`src/rtl/wdt_pkg.sv`:
```
package wdt_pkg;
  localparam int unsigned ADDR_W = 12;
  localparam logic [ADDR_W-1:0] OFS_LOAD  = 12'h000;
  localparam logic [ADDR_W-1:0] OFS_COUNT = 12'h004;
  localparam logic [ADDR_W-1:0] OFS_CTRL  = 12'h008;
  localparam logic [ADDR_W-1:0] OFS_KICK  = 12'h00C;
  localparam logic [ADDR_W-1:0] OFS_LOCK  = 12'hC00;
  localparam logic [31:0]       UNLOCK_KEY = 32'h1ACC_E551;

  typedef struct packed {
    logic rst_en;
    logic run_en;
  } ctrl_t;
endpackage

```
`src/rtl/wdt_prescaler.sv`:
```
module wdt_prescaler #(
  parameter int unsigned DIV = 16
) (
  input  logic clk_i,
  input  logic rst_ni,
  input  logic en_i,
  output logic tick_o
);
  localparam int unsigned PW = (DIV > 2) ? $clog2(DIV) : 1;
  localparam logic [PW-1:0] LAST = PW'(DIV - 1);

  logic [PW-1:0] div_q;

  always_ff @(posedge clk_i or negedge rst_ni) begin
    if (!rst_ni)          div_q <= '0;
    else if (!en_i)       div_q <= '0;
    else if (div_q == LAST) div_q <= '0;
    else                  div_q <= div_q + 1'b1;
  end

  assign tick_o = en_i && (div_q == LAST);
endmodule

```
`src/rtl/wdt_counter.sv`:
```
module wdt_counter #(
  parameter int unsigned CNT_W = 32
) (
  input  logic             clk_i,
  input  logic             rst_ni,
  input  logic             en_i,
  input  logic             tick_i,
  input  logic             reload_req_i,
  input  logic [CNT_W-1:0] load_i,
  output logic [CNT_W-1:0] cnt_o,
  output logic             expire_o
);
  logic [CNT_W-1:0] cnt_q;
  logic             pend_q;   // reload owed on the next tick
  logic             at_zero;

  assign at_zero = (cnt_q == '0);

  always_ff @(posedge clk_i or negedge rst_ni) begin
    if (!rst_ni) begin
      cnt_q  <= '0;
      pend_q <= 1'b1;
    end else begin
      if (tick_i) cnt_q <= (pend_q || at_zero) ? load_i : cnt_q - 1'b1;
      if (reload_req_i || !en_i) pend_q <= 1'b1;
      else if (tick_i)           pend_q <= 1'b0;
    end
  end

  // a kick in the expiry cycle wins
  assign expire_o = tick_i && !pend_q && at_zero && !reload_req_i;
  assign cnt_o    = cnt_q;
endmodule

```
`src/rtl/wdt_regs.sv`:
```
module wdt_regs
  import wdt_pkg::*;
#(
  parameter int unsigned CNT_W = 32
) (
  input  logic              clk_i,
  input  logic              rst_ni,
  input  logic [ADDR_W-1:0] addr_i,
  input  logic              we_i,
  input  logic [31:0]       wdata_i,
  output logic [31:0]       rdata_o,
  input  logic              expire_i,
  input  logic [CNT_W-1:0]  cnt_i,
  output logic [CNT_W-1:0]  load_o,
  output ctrl_t             ctrl_o,
  output logic              locked_o,
  output logic              reload_req_o,
  output logic              irq_o,
  output logic              sys_rst_req_o
);
  logic [CNT_W-1:0] load_q;
  ctrl_t            ctrl_q;
  logic             locked_q, irq_q, rst_q;
  logic             wr_ok, kick_wr, load_wr, ctrl_wr, lock_wr;

  assign wr_ok   = we_i && !locked_q;
  assign load_wr = wr_ok && (addr_i == OFS_LOAD);
  assign ctrl_wr = wr_ok && (addr_i == OFS_CTRL);
  assign kick_wr = wr_ok && (addr_i == OFS_KICK);
  assign lock_wr = we_i  && (addr_i == OFS_LOCK);

  always_ff @(posedge clk_i or negedge rst_ni) begin
    if (!rst_ni) begin
      load_q   <= '0;
      ctrl_q   <= '0;
      locked_q <= 1'b1;
      irq_q    <= 1'b0;
      rst_q    <= 1'b0;
    end else begin
      if (load_wr) load_q   <= wdata_i[CNT_W-1:0];
      if (ctrl_wr) ctrl_q   <= ctrl_t'(wdata_i[1:0]);
      if (lock_wr) locked_q <= (wdata_i != UNLOCK_KEY);
      if (kick_wr)       irq_q <= 1'b0;
      else if (expire_i) irq_q <= 1'b1;
      if (expire_i && irq_q && ctrl_q.rst_en) rst_q <= 1'b1;
    end
  end

  always_comb begin
    rdata_o = '0;
    unique case (addr_i)
      OFS_LOAD:  rdata_o = 32'(load_q);
      OFS_COUNT: rdata_o = 32'(cnt_i);
      OFS_CTRL:  rdata_o = {30'd0, ctrl_q};
      OFS_LOCK:  rdata_o = {31'd0, locked_q};
      default:   rdata_o = '0;
    endcase
  end

  assign load_o        = load_q;
  assign ctrl_o        = ctrl_q;
  assign locked_o      = locked_q;
  assign reload_req_o  = load_wr || kick_wr;
  assign irq_o         = irq_q && ctrl_q.run_en;
  assign sys_rst_req_o = rst_q;
endmodule

```
`src/rtl/lock_wdt.sv`:
```
module lock_wdt
  import wdt_pkg::*;
#(
  parameter int unsigned CNT_W = 32,
  parameter int unsigned DIV   = 16
) (
  input  logic              clk_i,
  input  logic              rst_ni,
  input  logic [ADDR_W-1:0] addr_i,
  input  logic              we_i,
  input  logic [31:0]       wdata_i,
  output logic [31:0]       rdata_o,
  output logic              irq_o,
  output logic              sys_rst_req_o
);
  logic [CNT_W-1:0] load, cnt;
  ctrl_t            ctrl;
  logic             tick, expire, reload_req, locked;

  wdt_prescaler #(.DIV(DIV)) u_presc (
    .clk_i  (clk_i),
    .rst_ni (rst_ni),
    .en_i   (ctrl.run_en),
    .tick_o (tick)
  );

  wdt_counter #(.CNT_W(CNT_W)) u_cnt (
    .clk_i        (clk_i),
    .rst_ni       (rst_ni),
    .en_i         (ctrl.run_en),
    .tick_i       (tick),
    .reload_req_i (reload_req),
    .load_i       (load),
    .cnt_o        (cnt),
    .expire_o     (expire)
  );

  wdt_regs #(.CNT_W(CNT_W)) u_regs (
    .clk_i         (clk_i),
    .rst_ni        (rst_ni),
    .addr_i        (addr_i),
    .we_i          (we_i),
    .wdata_i       (wdata_i),
    .rdata_o       (rdata_o),
    .expire_i      (expire),
    .cnt_i         (cnt),
    .load_o        (load),
    .ctrl_o        (ctrl),
    .locked_o      (locked),
    .reload_req_o  (reload_req),
    .irq_o         (irq_o),
    .sys_rst_req_o (sys_rst_req_o)
  );
endmodule

```
`config.mk`:
```
export PLATFORM = sky130hd
export DESIGN_NAME = lock_wdt
export DESIGN_NICKNAME = d
export VERILOG_FILES = /design/src/rtl/wdt_pkg.sv /design/src/rtl/wdt_prescaler.sv /design/src/rtl/wdt_counter.sv /design/src/rtl/wdt_regs.sv /design/src/rtl/lock_wdt.sv
export SDC_FILE = /design/constraint.sdc
export NUM_CORES = 1
export LEC_CHECK = 0
export BUFFER_PORTS_ARGS = -buffer_cell sky130_fd_sc_hd__buf_2
export CAP_MARGIN = 20
export CORE_ASPECT_RATIO = 0.6
export CORE_MARGIN = 2
export CORE_UTILIZATION = 42
export DETAILED_ROUTE_END_ITERATION = 6
export GPL_ROUTABILITY_DRIVEN = 0
export MAX_ROUTING_LAYER = met4
export SYNTH_ARGS = -nofsm -noshare
export SYNTH_HDL_FRONTEND = slang
export SYNTH_HIERARCHICAL = 1
export SYNTH_SLANG_ARGS = --single-unit
```
`constraint.sdc`:
```
create_clock -name clk_i -period 3.3 [get_ports clk_i]
set_input_delay 0.66 -clock clk_i [delete_from_list [all_inputs] [get_ports clk_i]]
set_output_delay 0.66 -clock clk_i [all_outputs]
set_load 0.1 [all_outputs]
```
==> results.ini, run 1 <==
[route]
first_iter_violations = 374
vias = 4049
drc = 0
first_pass_iters = 5
ant_nets = 0
wl_um = 12700
drt-wirelength-per-cell_um = 18.6
post_drt_via_cell_ratio = 5.95

[cts]
post_cts_buffers = 0
clkTransAtPathRegs_ns = 0.06
numCtsBuffers = 9
cts.sinks = 74
ctsHoldBuffers = 0
cts_resized = 0
worstSkewPairLatency_ns = 0.33
htreeDepth = 3
root_buffer = clkbuf_16
cts_tree = yes
cts_buffer_depth = 2

[layout]
layout.nets = 586
area_delta_synth_final_pct = 37.1
final_cell_mix = 72 x dfrtp_1, 48 x buf_2, 39 x mux2i_1
design_area_um2 = 6230
final_common_cell = dfrtp_1
layout.cells.non_filler = 681
drive_gt1_frac = 0.369
antenna_cells = 0

[global_routing]
grt_use_total = 0.230
grt_max_degree = 75
met2_usage = 0.316
antenna_found_initial = 0
grt-ovfl-total = 0
met1_usage = 0.343
grt_pass1_vias = 3900
met3_usage = 0.0496
busiest_layer = met1
grt_first_pass_wirelength_um = 20900

[worst_hold_path]
hold_class = reg2reg

[sta]
slew_headroom = 0.348
finalSetupTns_ns = 0
fin_crit_ns = 3.25
hold_violations = 0
slew_violations = 0
worstMarginPinSlew_ns = 0.979
max_freq_mhz = 307
rsz0062_at_grt = false
setup_viol = 0
period_share = 0.986
clock_skew_ns = 0.00604

[flow_run]
cap_violations = 0

[die]
ios = 81
dieArea_um2 = 11700
rows = 29
core_area_um2 = 10600
fp.dieW_um = 138
start_util = 0.430
die_h_um = 84.6

[synth]
postSynthCellCount = 462
dominantRegCellSynth = dfrtp_1
ys_types = 70
netlist_area_um2 = 4540
synth_edf_count = 0
syn-num-nets = 511
yosysSeqAreaShare = 0.408
ys_seq_elements = 74
avgSynthCellArea_um2 = 9.84
async_reset_ff_frac = 1.00
ys_warn_count = 6

[place]
portBuffers = 80
dpl.hpwl_um = 9070
post_dp_cell_area_um2 = 5860
placed_cells = 665

[setup_path]
critPathLaunchType = primary input
path_max_fanout = 17
required_ns = 2.64
crit_chain = buf_2, or4_4, or4_4, or2_4, buf_12, nor2_4, buf_12
slowest_stage = or4_4
arrival_ns = 2.59
path_buf_inv = 3
worstSetupEndpointType = output port
crit_family = simple AND/OR/NAND/NOR gates
criticalPathCategory = in2out
slowest_delay_ns = 0.53

[run_status]
status = complete, no violations

[pwr]
p_leak_nw = 2.69
p_total_mw = 2.21
powerDensity_nw_per_um2 = 355
ir_drop_mv = 0.238

flip-flops by register name (all words and copies together), names as in the netlist:
name                  flops
u_regs/sys_rst_req_o      1
u_regs/load_o            32
u_regs/locked_o           1
u_cnt/pend_q              1
u_presc/div_q             4
u_regs/ctrl_o             2
u_cnt/cnt_o              32
u_regs/irq_q              1
synthesized netlist by cell type, types with 6 or more instances:
cell       count  area, um2
dfrtp_1       72       1800
nor2_1        54        203
mux2i_1       39        390
mux2_2        32        360
nand2_1       19       71.3
nand3_1       18       90.1
nand4_1       17        106
inv_1         16       60.1
a21oi_1       14       70.1
nor3_1        14       70.1
clkbuf_1      13       48.8
a2bb2oi_1     10       87.6
o21ai_0        9       45.0
buf_2          8       40.0
or3_1          8       50.1
buf_1          6       22.5
nor4_1         6       37.5
metal layers:
layer  part of all wire  up-vias  routed length, um
li1                   -     1895                  -
met1               0.50     1976               6390
met2               0.43      162               5400
met3              0.062       16                792
met4             0.0089        0                113
met5                  0        -                  0
metrics by stage:
step                      hold slack, ns   util  setup slack, ns
after floorplan                    0.364      -           -0.111
after global placement             0.460  0.555           0.0845
after detailed placement           0.466  0.555           0.0452
after CTS                          0.478  0.590           0.0466
after global routing               0.503  0.590           0.0136
final                              0.469  0.590           0.0465
cells by family (layout without fill, tap and decap cells):
family                     Yosys count  after routing  share of synthesized area
AOI/OAI and AO/OA                   81             81                      0.134
DFF                                 74             74                      0.408
xor gates and xnor gates             2              2                    0.00386
muxes                               74             74                      0.173
adders and majority gates            2              2                    0.00551
and+or+nand+nor                    182            182                      0.230
buffers and inverters               47            127                     0.0468
final cells by class:
type                    instances  area (um2)
multi-input cells             341        2730
repair buffers                 95        1040
well taps                     139         174
clock buffers                  11         243
flip-flops and latches         74        1850
fillers                       881        4330
inverters                      16        60.1
clock inverters                 5         125
path summary, 6_finish.rpt:
kind                       slack, ns                          endpoint                              from  cells after the start
setup / recovery                0.05                       rdata_o[14]                         addr_i[7]                      7
hold / removal                  0.47  u_regs/sys_rst_req_o$_DFFE_PN0P_  u_regs/sys_rst_req_o$_DFFE_PN0P_                      1
setup reg to reg                0.67          u_regs/irq_q$_DFFE_PN0P_       u_cnt/cnt_o[10]$_DFFE_PN0P_                      6
hold reg to reg                 0.47  u_regs/sys_rst_req_o$_DFFE_PN0P_  u_regs/sys_rst_req_o$_DFFE_PN0P_                      1
max in group asynchronous       2.09        u_cnt/cnt_o[3]$_DFFE_PN0P_                            rst_ni                      2
min in group asynchronous       0.58     u_regs/load_o[24]$_DFFE_PN0P_                            rst_ni                      2
power by group:
part           switching, mW  leakage [nW]  internal, mW
clock                  0.375         0.180         0.835
sequential           0.00192          1.03         0.910
combinational         0.0529          1.49        0.0379
(Power assumes the default switching activity.)
==> run 2: changes to the inputs <==
CORE_UTILIZATION = 35   (was 42)
==> run 2 against run 1 <==
  * Combinational power increased by 2.9%
  * Flip-flop and latch count unchanged
  * Fmax increased by 0.65%
  * Global-route usage decreased by 2.4 points
  * Highest routed layer unchanged
  * Non-clock buffer count increased by 2
  * Total power decreased by 12%
  * Utilization decreased by 10 points
  * Routed wire length increased by 4.7%
==> results.ini, run 2 (synthesized netlist as in run 1, its figures left out) <==
[run_status]
status = complete, no violations  ; unchanged

[die]
start_util = 0.356  ; was 0.430
die_h_um = 92.3  ; was 84.6 um
core_area_um2 = 12800  ; was 10600 um2
rows = 32  ; was 29
dieArea_um2 = 13900  ; was 11700 um2
fp.dieW_um = 151  ; was 138 um
ios = 81  ; unchanged

[setup_path]
r2r_slack_ns = 0.61  ; was 0.67 ns
arrival_ns = 2.57  ; was 2.59 ns
criticalPathCategory = in2out  ; unchanged
reg2reg_from = u_cnt/cnt_o[0]$_DFFE_PN0P_  ; was u_cnt/cnt_o[10]$_DFFE_PN0P_
r2r-end = u_cnt/cnt_o[3]$_DFFE_PN0P_  ; was u_regs/irq_q$_DFFE_PN0P_
critPathLaunchType = primary input  ; unchanged
path_max_fanout = 7  ; was 17
required_ns = 2.64  ; about the same
worstSetupEndpointType = output port  ; unchanged
r2r_cells = 8  ; was 6

[layout]
final_cell_mix = 72 x dfrtp_1, 48 x buf_2, 39 x mux2i_1  ; unchanged
layout.nets = 588  ; was 586
area_delta_synth_final_pct = 36.5  ; was 37.1%
antenna_cells = 0  ; unchanged
final_common_cell = dfrtp_1  ; unchanged
drive_gt1_frac = 0.370  ; was 0.369

[route]
post_drt_via_cell_ratio = 5.71  ; was 5.95
first_iter_violations = 330  ; was 374
vias = 4071  ; was 4049
ant_nets = 0  ; unchanged
drt-wirelength-per-cell_um = 18.6  ; about the same
wl_um = 13300  ; was 12700 um
drc = 0  ; unchanged
first_pass_iters = 5  ; unchanged

[sta]
worstMarginPinSlew_ns = 0.730  ; was 0.979 ns
period_share = 0.980  ; was 0.986
fin_crit_ns = 3.23  ; was 3.25 ns
max_freq_mhz = 309  ; was 307 MHz
finalSetupTns_ns = 0  ; unchanged
fin_hold_ws_ns = 0.388  ; was 0.469 ns
setup_viol = 0  ; unchanged
clock_skew_ns = 0.00703  ; was 0.00604 ns
slew_violations = 0  ; unchanged
hold_violations = 0  ; unchanged
rsz0062_at_grt = false  ; unchanged
slew_headroom = 0.514  ; was 0.348

[pwr]
ir_drop_mv = 0.204  ; was 0.238 mV
p_leak_nw = 2.66  ; was 2.69 nW
powerDensity_nw_per_um2 = 313  ; was 355 nW/um2

[cts]
root_buffer = clkbuf_16  ; unchanged
cts_buffer_depth = 2  ; unchanged
cts.sinks = 74  ; unchanged
ctsHoldBuffers = 0  ; unchanged
post_cts_buffers = 0  ; unchanged
clkTransAtPathRegs_ns = 0.06  ; about the same
numCtsBuffers = 9  ; unchanged
worstSkewPairLatency_ns = 0.34  ; was 0.33 ns
cts_resized = 0  ; unchanged
htreeDepth = 3  ; unchanged
cts_tree = yes  ; unchanged

[global_routing]
grt_max_degree = 52  ; was 75
grt_pass1_vias = 4047  ; was 3900
grt_first_pass_wirelength_um = 21600  ; was 20900 um
grt_use_total = 0.205  ; was 0.230
grt-ovfl-total = 0  ; unchanged
antenna_found_initial = 0  ; unchanged

[flow_run]
cap_violations = 0  ; unchanged

[worst_hold_path]
hold_class = in2async  ; was reg2reg

[place]
dpl.hpwl_um = 9710  ; was 9070 um
portBuffers = 80  ; unchanged

-- run 2: changes by cell type in the layout (fill, tap and decap cells not counted), sizes merged --
cell and delta:
clkbuf +2, bufinv -4, buf +2, clkinvlp +1
-- run 2: final cells by class --
type | count | area (um2)
Fill cell | 1192 | 6570
Tap cell | 170 | 213
Clock buffer | 13 | 270
Multi-Input combinational cell | 341 | 2730
Inverter | 16 | 60.1
Clock inverter | 2 | 12.5
Timing Repair Buffer | 97 | 1060
Sequential cell | 74 | 1850
-- run 2: how the worst max path moves through the flow --
stage | endpoint | start | depth (start not counted)
floorplan | rdata_o[11] | addr_i[7] | 6
global placement | rdata_o[5] | addr_i[7] | 7
detailed placement | rdata_o[8] | addr_i[7] | 7
CTS | rdata_o[8] | addr_i[7] | 7
global route | rdata_o[8] | addr_i[7] | 7
finish | rdata_o[8] | addr_i[7] | 7
-- run 2: power by group --
group	internal [mW]	switching, mW	total, mW	leakage, nW
combinational	0.0388	0.0546	0.0934	1.50
sequential	0.910	0.00189	0.912	1.03
clock	0.565	0.370	0.936	0.138
total	1.51	0.427	1.94	2.66
-- run 2: metal layers --
metal,up-vias,track usage,share of wire
li1,1898,-,-
met1,2036,0.303,0.51
met2,129,0.290,0.43
met3,8,0.0498,0.062
met4,0,0.0312,0.0057
met5,-,-,0
-- run 2: worst max-delay path, stage by stage --
cell and delay, ns:
buf_2 0.09, or4_4 0.52, or4_4 0.49, or2_4 0.28, buf_4 0.21, nor2_4 0.12
buf_12 0.18
-- run 2: per-stage QoR --
stage                     total power, mW  instances  instance area (um2)  utilization  setup WS (ns)
final                                1.94        713                 6200        0.486         0.0676
after global routing                 2.02        713                 6200        0.486         0.0283
after detailed placement             1.02        698                 5920        0.463         0.0682
after global placement               1.02        698                 5920        0.463         0.0719
after floorplan                     0.958        462                 4820            -         -0.111
after CTS                            1.97        713                 6200        0.486         0.0612
